### src/rtl/mmu_pkg.sv
package mmu_pkg;
  localparam int unsigned CPU_AW      = 16;
  localparam int unsigned OFFS_W      = 13;
  localparam int unsigned SLOT_W      = CPU_AW - OFFS_W;
  localparam int unsigned N_SLOTS     = 1 << SLOT_W;
  localparam int unsigned TBL_W       = 2;
  localparam int unsigned N_TABLES    = 1 << TBL_W;
  localparam int unsigned PAGE_W      = 3;
  localparam int unsigned N_IO_PAGES  = 6;
  localparam int unsigned IO_SLOT     = 6;
  localparam int unsigned BLOCK_W_DEF = 8;

  localparam logic [CPU_AW-1:0] MAP_CTRL_ADDR = 16'h0000;
  localparam logic [CPU_AW-1:0] IO_CTRL_ADDR  = 16'h0001;
  // entry window: $0008..$000F
  localparam logic [CPU_AW-SLOT_W-1:0] ENTRY_BASE = 13'd1;

  typedef struct packed {
    logic             edit_en;
    logic [TBL_W-1:0] edit_sel;
    logic [TBL_W-1:0] act_sel;
  } map_ctrl_t;

  typedef struct packed {
    logic              io_off;
    logic [PAGE_W-1:0] page;
  } io_ctrl_t;
endpackage

### src/rtl/mmu_ctrl_regs.sv
module mmu_ctrl_regs
  import mmu_pkg::*;
(
  input  logic              clk_i,
  input  logic              rst_ni,
  input  logic [CPU_AW-1:0] addr_i,
  input  logic [7:0]        wdata_i,
  input  logic              we_i,
  output map_ctrl_t         map_ctrl_o,
  output io_ctrl_t          io_ctrl_o
);
  logic map_wr, io_wr, page_ok;

  assign map_wr  = we_i && (addr_i == MAP_CTRL_ADDR);
  assign io_wr   = we_i && (addr_i == IO_CTRL_ADDR);
  assign page_ok = (32'(wdata_i[PAGE_W-1:0]) < N_IO_PAGES);

  always_ff @(posedge clk_i or negedge rst_ni) begin
    if (!rst_ni) begin
      map_ctrl_o <= '0;
    end else if (map_wr) begin
      map_ctrl_o.edit_en  <= wdata_i[7];
      map_ctrl_o.edit_sel <= wdata_i[4 +: TBL_W];
      map_ctrl_o.act_sel  <= wdata_i[0 +: TBL_W];
    end
  end

  always_ff @(posedge clk_i or negedge rst_ni) begin
    if (!rst_ni) begin
      io_ctrl_o <= '0;
    end else if (io_wr) begin
      io_ctrl_o.io_off <= wdata_i[PAGE_W];
      // out-of-range page values are dropped
      if (page_ok) io_ctrl_o.page <= wdata_i[PAGE_W-1:0];
    end
  end
endmodule

### src/rtl/mmu_tables.sv
module mmu_tables
  import mmu_pkg::*;
#(
  parameter int unsigned BLOCK_W = BLOCK_W_DEF
) (
  input  logic               clk_i,
  input  logic               rst_ni,
  input  logic               wr_en_i,
  input  logic [TBL_W-1:0]   edit_tbl_i,
  input  logic [SLOT_W-1:0]  edit_slot_i,
  input  logic [BLOCK_W-1:0] wr_data_i,
  input  logic [TBL_W-1:0]   act_tbl_i,
  input  logic [SLOT_W-1:0]  act_slot_i,
  output logic [BLOCK_W-1:0] act_blk_o,
  output logic [BLOCK_W-1:0] edit_blk_o
);
  logic [BLOCK_W-1:0] tbl_q [N_TABLES][N_SLOTS];

  for (genvar t = 0; t < N_TABLES; t++) begin : g_tbl
    for (genvar s = 0; s < N_SLOTS; s++) begin : g_slot
      localparam logic [BLOCK_W-1:0] RST_VAL = (t == 0) ? BLOCK_W'(s) : '0;
      logic hit;
      assign hit = wr_en_i && (edit_tbl_i == TBL_W'(t)) && (edit_slot_i == SLOT_W'(s));
      always_ff @(posedge clk_i or negedge rst_ni) begin
        if (!rst_ni)  tbl_q[t][s] <= RST_VAL;
        else if (hit) tbl_q[t][s] <= wr_data_i;
      end
    end
  end

  assign act_blk_o  = tbl_q[act_tbl_i][act_slot_i];
  assign edit_blk_o = tbl_q[edit_tbl_i][edit_slot_i];
endmodule

### src/rtl/mmu_xlate.sv
module mmu_xlate
  import mmu_pkg::*;
#(
  parameter int unsigned BLOCK_W = BLOCK_W_DEF,
  localparam int unsigned PHYS_W = BLOCK_W + OFFS_W
) (
  input  logic [CPU_AW-1:0]  addr_i,
  input  map_ctrl_t          map_ctrl_i,
  input  io_ctrl_t           io_ctrl_i,
  input  logic [BLOCK_W-1:0] act_blk_i,
  input  logic [BLOCK_W-1:0] edit_blk_i,
  output logic [SLOT_W-1:0]  slot_o,
  output logic               entry_hit_o,
  output logic [PHYS_W-1:0]  phys_addr_o,
  output logic               ram_sel_o,
  output logic               io_sel_o,
  output logic [PAGE_W-1:0]  io_page_o,
  output logic               reg_hit_o,
  output logic [7:0]         rdata_o
);
  logic map_hit, io_hit, in_window;

  assign slot_o      = addr_i[CPU_AW-1 -: SLOT_W];
  assign map_hit     = (addr_i == MAP_CTRL_ADDR);
  assign io_hit      = (addr_i == IO_CTRL_ADDR);
  assign in_window   = (addr_i[CPU_AW-1:SLOT_W] == ENTRY_BASE);
  assign entry_hit_o = in_window && map_ctrl_i.edit_en;

  assign reg_hit_o   = map_hit || io_hit || entry_hit_o;
  assign io_sel_o    = !io_ctrl_i.io_off && (slot_o == SLOT_W'(IO_SLOT));
  assign ram_sel_o   = !reg_hit_o && !io_sel_o;
  assign io_page_o   = io_ctrl_i.page;
  assign phys_addr_o = {act_blk_i, addr_i[OFFS_W-1:0]};

  always_comb begin
    rdata_o = '0;
    if (map_hit) begin
      rdata_o[7]           = map_ctrl_i.edit_en;
      rdata_o[4 +: TBL_W]  = map_ctrl_i.edit_sel;
      rdata_o[0 +: TBL_W]  = map_ctrl_i.act_sel;
    end else if (io_hit) begin
      rdata_o[PAGE_W:0]    = {io_ctrl_i.io_off, io_ctrl_i.page};
    end else if (entry_hit_o) begin
      rdata_o              = 8'(edit_blk_i);
    end
  end
endmodule

### src/rtl/bank_mmu.sv
module bank_mmu
  import mmu_pkg::*;
#(
  parameter int unsigned BLOCK_W = BLOCK_W_DEF,
  localparam int unsigned PHYS_W = BLOCK_W + OFFS_W
) (
  input  logic              clk_i,
  input  logic              rst_ni,
  input  logic [15:0]       addr_i,
  input  logic [7:0]        wdata_i,
  input  logic              we_i,
  output logic [7:0]        rdata_o,
  output logic              reg_hit_o,
  output logic [PHYS_W-1:0] phys_addr_o,
  output logic              ram_sel_o,
  output logic              io_sel_o,
  output logic [2:0]        io_page_o
);
  map_ctrl_t          map_ctrl;
  io_ctrl_t           io_ctrl;
  logic [SLOT_W-1:0]  slot;
  logic               entry_hit;
  logic [BLOCK_W-1:0] act_blk, edit_blk;

  mmu_ctrl_regs u_ctrl (
    .clk_i, .rst_ni, .addr_i, .wdata_i, .we_i,
    .map_ctrl_o (map_ctrl),
    .io_ctrl_o  (io_ctrl)
  );

  mmu_tables #(.BLOCK_W(BLOCK_W)) u_tables (
    .clk_i, .rst_ni,
    .wr_en_i     (we_i && entry_hit),
    .edit_tbl_i  (map_ctrl.edit_sel),
    .edit_slot_i (addr_i[SLOT_W-1:0]),
    .wr_data_i   (wdata_i[BLOCK_W-1:0]),
    .act_tbl_i   (map_ctrl.act_sel),
    .act_slot_i  (slot),
    .act_blk_o   (act_blk),
    .edit_blk_o  (edit_blk)
  );

  mmu_xlate #(.BLOCK_W(BLOCK_W)) u_xlate (
    .addr_i,
    .map_ctrl_i  (map_ctrl),
    .io_ctrl_i   (io_ctrl),
    .act_blk_i   (act_blk),
    .edit_blk_i  (edit_blk),
    .slot_o      (slot),
    .entry_hit_o (entry_hit),
    .phys_addr_o,
    .ram_sel_o,
    .io_sel_o,
    .io_page_o,
    .reg_hit_o,
    .rdata_o
  );
endmodule

### config.mk
export PLATFORM = sky130hd
export DESIGN_NAME = bank_mmu
export DESIGN_NICKNAME = d
export VERILOG_FILES = /design/src/rtl/mmu_pkg.sv /design/src/rtl/mmu_ctrl_regs.sv /design/src/rtl/mmu_tables.sv /design/src/rtl/mmu_xlate.sv /design/src/rtl/bank_mmu.sv
export SDC_FILE = /design/constraint.sdc
export NUM_CORES = 1
export LEC_CHECK = 0
export ABC_CLOCK_PERIOD_IN_PS = 4300
export BUFFER_PORTS_ARGS = -buffer_cell sky130_fd_sc_hd__buf_2
export CAP_MARGIN = 10
export CORE_MARGIN = 3
export CORE_UTILIZATION = 57
export CTS_CLUSTER_DIAMETER = 120
export DETAILED_ROUTE_END_ITERATION = 10
export GPL_ROUTABILITY_DRIVEN = 0
export PLACE_DENSITY = 0.75
export SYNTH_ARGS = -nofsm -noshare
export SYNTH_HDL_FRONTEND = slang
export SYNTH_SLANG_ARGS = --single-unit
### constraint.sdc
create_clock -name clk_i -period 4.3 [get_ports clk_i]
set_input_delay 0.215 -clock clk_i [delete_from_list [all_inputs] [get_ports clk_i]]
set_output_delay 0.215 -clock clk_i [all_outputs]
set_load 0.02 [all_outputs]
# Yosys cells after proc, flatten, opt, wreduce, memory -nomap -nowiden
# Cells that the tools add are included.
# op_classes
order_cmp	5
eq_ne	13
n_mux	20
n_bitwise	4
reduce_logical	51
# op_table
operator	count
$bmux 64 s2	2
$mux 64	4
$bmux 8 s3	2
$logic_and 1x1->1	42
$mux 8	5
$eq 16x1->1 const B	1
$logic_not 16->1	1
$eq 3x3->1 const B	5
$eq 13x1->1 const B	1
$ge 4x4->1 const B	2
$mux 4	2
$not 3->4	2
$eq 3x2->1 const B	2
$ge 3x3->1 const B	2
$mux 2	3
$not 2->3	2
$eq 2x2->1 const B	2
$eq 3x1->1 const B	1
$logic_not 1->1	3
$logic_not 3->1	1
$lt 3x3->1 const B	1
$eq 2x1->1 const B	1
$logic_not 2->1	1
$logic_or 1x1->1	2
2 further kinds	3
# word_totals
regBits	265
inputBits	27
out_inout_bits	35
word_cells	130

# Longest topological paths before layout
# depth
depth_word	10
ltp_mapped	8
mapped_depth_nobuf	5

# By module
# Synthesis repeated with hierarchy kept, for this count alone.
# hier_totals
cells_unflattened	1005
hier_area_um2	14725.4
# modules_own_cells
module	n_inst	cells_per_inst	area_per_inst_um2	seq_area_each_um2
mmu_tables	1	921	13838.3	6421.2
mmu_ctrl_regs	1	31	462.9	225.2
mmu_xlate	1	52	417.9	0.0
bank_mmu	1	1	6.3	0.0

# Worst setup path after synthesis
# OpenSTA, ideal clock, no wires.
# synth_path
kind	reg2out
from	reg u_ctrl.map_ctrl_o[2] (netlist name)
to	out rdata_o[0]
arrival_time_ns	2.432
t_required_ns	4.085
slack_ns	1.653
stages_incl_launch_ff	7
path_buffers	3
cell_sequence	dfrtp_1 > buf_4 > buf_4 > buf_4 > mux4_2 > a211oi_1 > a2111oi_0
# synth_between
elab_chain_len	10
# synth_rtl
element	line_no	source
start, declared	mmu_ctrl_regs.sv:9	output map_ctrl_t map_ctrl_o,
$not 2->3 (not written as such)	mmu_tables.sv:32	assign edit_blk_o = tbl_q[edit_tbl_i][edit_slot_i];
$bmux 64 s2	mmu_tables.sv:32	
$mux 64 (not written as such) (2 in a row)	mmu_tables.sv:32	
$bmux 8 s3	mmu_tables.sv:32	
$mux 8 (not written as such) (2 in a row)	mmu_tables.sv:32	
$mux 8	mmu_xlate.sv:43	end else if (entry_hit_o) begin
$mux 4	mmu_xlate.sv:41	end else if (io_hit) begin
$mux 2	mmu_xlate.sv:37	if (map_hit) begin
end, declared	bank_mmu.sv:12	output logic [7:0] rdata_o,
# No other way between the ends. The select of a mux whose other input is x is not followed.

# Final worst setup path
# Ends and elaborated chain as after synthesis.

==> flow_metrics.env <==
export IMPL_status="complete, no violations"
export IMPL_fill_cells=1763
export IMPL_layout_common_cells="mux2_2, dfrtp_1, mux4_2, buf_2, clkbuf_16"
export IMPL_rows=57
export IMPL_insertion_delay_ns=0.55
export IMPL_grt_pass1_wl_um=58500
export IMPL_powerDensity_nw_per_um2=320
export IMPL_drive_above_1_share_pct=59.7
export IMPL_final_common_cell="mux2_2"
export IMPL_seqPwrFrac_pct=48.9
export IMPL_syn_avg_cell_area_um2=15.7
export IMPL_area_growth_pct=9.30
export IMPL_post_synth_num_cell_types=55
export IMPL_clkSinkCount=265
export IMPL_fmax_mhz=274
export IMPL_core_area_um2=24700
export IMPL_cp_cell_sequence="mux4_2 > nor2b_1 > a2111oi_0 > o32a_1 > a2111oi_0 > buf_2"
export IMPL_grt_pass1_vias=9197
export IMPL_synthesis_area_um2=14600
export IMPL_slew_viol_final=0
export IMPL_total_leakage_power_uw=0.00706
export IMPL_crit_fanout=38
export IMPL_vdd_drop_max_mv=0.276
export IMPL_grt_max_degree=101
export IMPL_diodes=0
export IMPL_cts_tree="yes"
export IMPL_setup_viol=0
export IMPL_clock_skew_ns=0.00893
export IMPL_cts_root_buf="clkbuf_16"
export IMPL_setup_tns_ns=0
export IMPL_ys_ff_latch=265
export IMPL_power_internal_uw=3950
export IMPL_power_net_switching_uw=1150
export IMPL_crit_arrival_ns=3.44
export IMPL_cts_buffers=28
export IMPL_layout_min_cycle_time_ns=3.65
export IMPL_initial_core_util_pct=58.9
export IMPL_slowest_stage="dfrtp_4"
export IMPL_worst_pin_slew_ns=0.985
export IMPL_grt_remaining_overflow=0
export IMPL_combinationalPowerShare_pct=3.9
export IMPL_p_sw_share_pct=22.6
export IMPL_wire_per_inst_um=29.6
export IMPL_grt_use_total_pct=27.9
export IMPL_crit_type="flip-flop to output port"
export IMPL_slew_headroom_pct=34.2
export IMPL_drc=0
export IMPL_worst_hold_slack_ns=0.278
export IMPL_rsz0062_at_grt="no"
export IMPL_dr_pass1_iters=5
export IMPL_instances_no_fill=1286
export IMPL_synthArstFlopShare_pct=100
export IMPL_first_iter_violations=768
export IMPL_port_buffers=61
export IMPL_nets=967
export IMPL_viasPerCell=7.02
export IMPL_cts_setup_buffers=0
export IMPL_synth_cells=927
export IMPL_final_period_utilization_pct=84.9
export IMPL_cts_max_level=1
export IMPL_hp_class="primary input to asynchronous set/reset pin"
export IMPL_synth_edff_count=0
export IMPL_cts_buffer_depth=3
export IMPL_ys_warn_count=0
export IMPL_ctsResizeCount=0
export IMPL_dp_hpwl_um=24100
export IMPL_drt_wl_total_um=38100
export IMPL_cp_start_kind="flip-flop"
export IMPL_required_ns=4.09
export IMPL_finalHoldViolations=0
export IMPL_endpoint_kind="output port"
export IMPL_antenna_found_initial=1
export IMPL_clkPwrFrac_pct=47.2
export IMPL_die_width_um=166
export IMPL_syn_nets=954
export IMPL_critPathMostFrequentCell="a2111oi_0"
export IMPL_crit_path_max_incr_delay_ns=0.92
export IMPL_dr_total_vias=9030
export IMPL_synth_ff_type="dfrtp_1"
export IMPL_dp_cells=1233
export IMPL_max_cap_viol_count=0
export IMPL_die_y_um=166
export IMPL_antenna_left=0
export IMPL_io_pins=62
export IMPL_clk_pin_slew_ns=0.06
export IMPL_synth_seq_area_share_pct=45.6
export IMPL_fp_dieArea_um2=27500
worst paths after layout:
path                                                        from                              end  slack [ns]  cells past startpoint
min in group clk_i                                    wdata_i[0]  u_tables.tbl_q[192]$_DFFE_PN1P_        0.32                      2
worst max register to register  u_ctrl.map_ctrl_o[2]$_DFFE_PN0P_   u_tables.tbl_q[24]$_DFFE_PN0P_        1.37                      4
worst min-delay path                                      rst_ni  u_tables.tbl_q[255]$_DFFE_PN0P_        0.28                      2
max in group asynchronous                                 rst_ni  u_tables.tbl_q[194]$_DFFE_PN1P_        3.04                      3
worst min register to register    u_tables.tbl_q[97]$_DFFE_PN0P_   u_tables.tbl_q[97]$_DFFE_PN0P_        0.51                      1
worst max-delay path            u_ctrl.map_ctrl_o[2]$_DFFE_PN0P_                       rdata_o[0]        0.65                      6
per-stage QoR:
step                      area, um^2  worst slack (ns)  utilization, %  power [uW]
after floorplan                14600              1.65               -        2630
after global placement         15000              1.17            60.7        2740
after detailed placement       15000              1.16            60.7        2740
after CTS                      15900             0.584            64.4        5140
after global routing           15900             0.410            64.4        5270
final                          15900             0.649            64.4        5110
kinds of logic after synthesis:
kind of cell	share of synthesized area [%]
AOI/OAI and AO/OA	2.61
buffers and inverters	3.22
DFF	45.6
muxes	43.7
and+or+nand+nor	4.87
cell type report:
class | count | area [um^2] | area share (%)
inverters | 2 | 7.51 | 0.0471
well taps | 324 | 405 | 2.54
repair buffers | 75 | 485 | 3.05
clock inverters | 4 | 45.0 | 0.283
flip-flops and latches | 265 | 6660 | 41.8
clock buffers | 48 | 867 | 5.44
multi-input cells | 568 | 7460 | 46.8
what timing repair did:
item,in CTS,in global routing
endpoints found under the setup margin,0,0
hold buffers,1,0
hold endpoints to repair,91,0
cells in the mapped netlist (all sizes together), types with 3 or more instances:
library cell  instances  area share [%]
a211oi                7            0.36
a21oi                 5            0.20
a22o                  7            0.42
a22oi                 9            0.46
buf                  47             2.0
clkbuf               45             1.2
dfrtp               253              43
dfstp                12             2.2
mux2                271              21
mux2i                19             1.3
mux4                139              21
nand2                22            0.74
nand3                11            0.60
nand3b                3            0.15
nand4                 3            0.27
nor2                 21             1.2
nor2b                 9            0.39
nor3                  6            0.51
nor3b                 3            0.30
nor4                  3            0.32
o221ai                3            0.18
o22ai                 3            0.13
power groups by stage:
| stage | registers [uW] | logic (uW) | clock network (uW) |
|---|---|---|---|
| global route | 2490 | 216 | 2560 |
| CTS | 2490 | 202 | 2440 |
| floorplan | 2540 | 90.7 | 0 |
| global placement | 2540 | 201 | 0 |
| finish | 2490 | 200 | 2410 |
| detailed placement | 2540 | 200 | 0 |
registers in the layout (all words and copies together), names as in the netlist:
name / cells
u_ctrl.io_ctrl_o: 4
u_ctrl.map_ctrl_o: 5
u_tables.tbl_q: 256
metal layers:
metal | vias up | global-route usage [%] | wire (um)
li1 | 3644 | - | -
met1 | 4861 | 42.0 | 16300
met2 | 446 | 41.1 | 17300
met3 | 79 | 6.97 | 3430
met4 | 0 | 7.59 | 1070
met5 | - | 0 | 0
worst max-delay path: cells and delay by family, from the launching register on:
| kind | cells | cell delay (ns) |
|---|---|---|
| compound gates | 3 | 1.01 |
| buf+inv | 1 | 0.20 |
| flops | 1 | 0.92 |
| mux | 1 | 0.59 |
| simple gates | 1 | 0.14 |
Power figures use the tool's default switching activity.
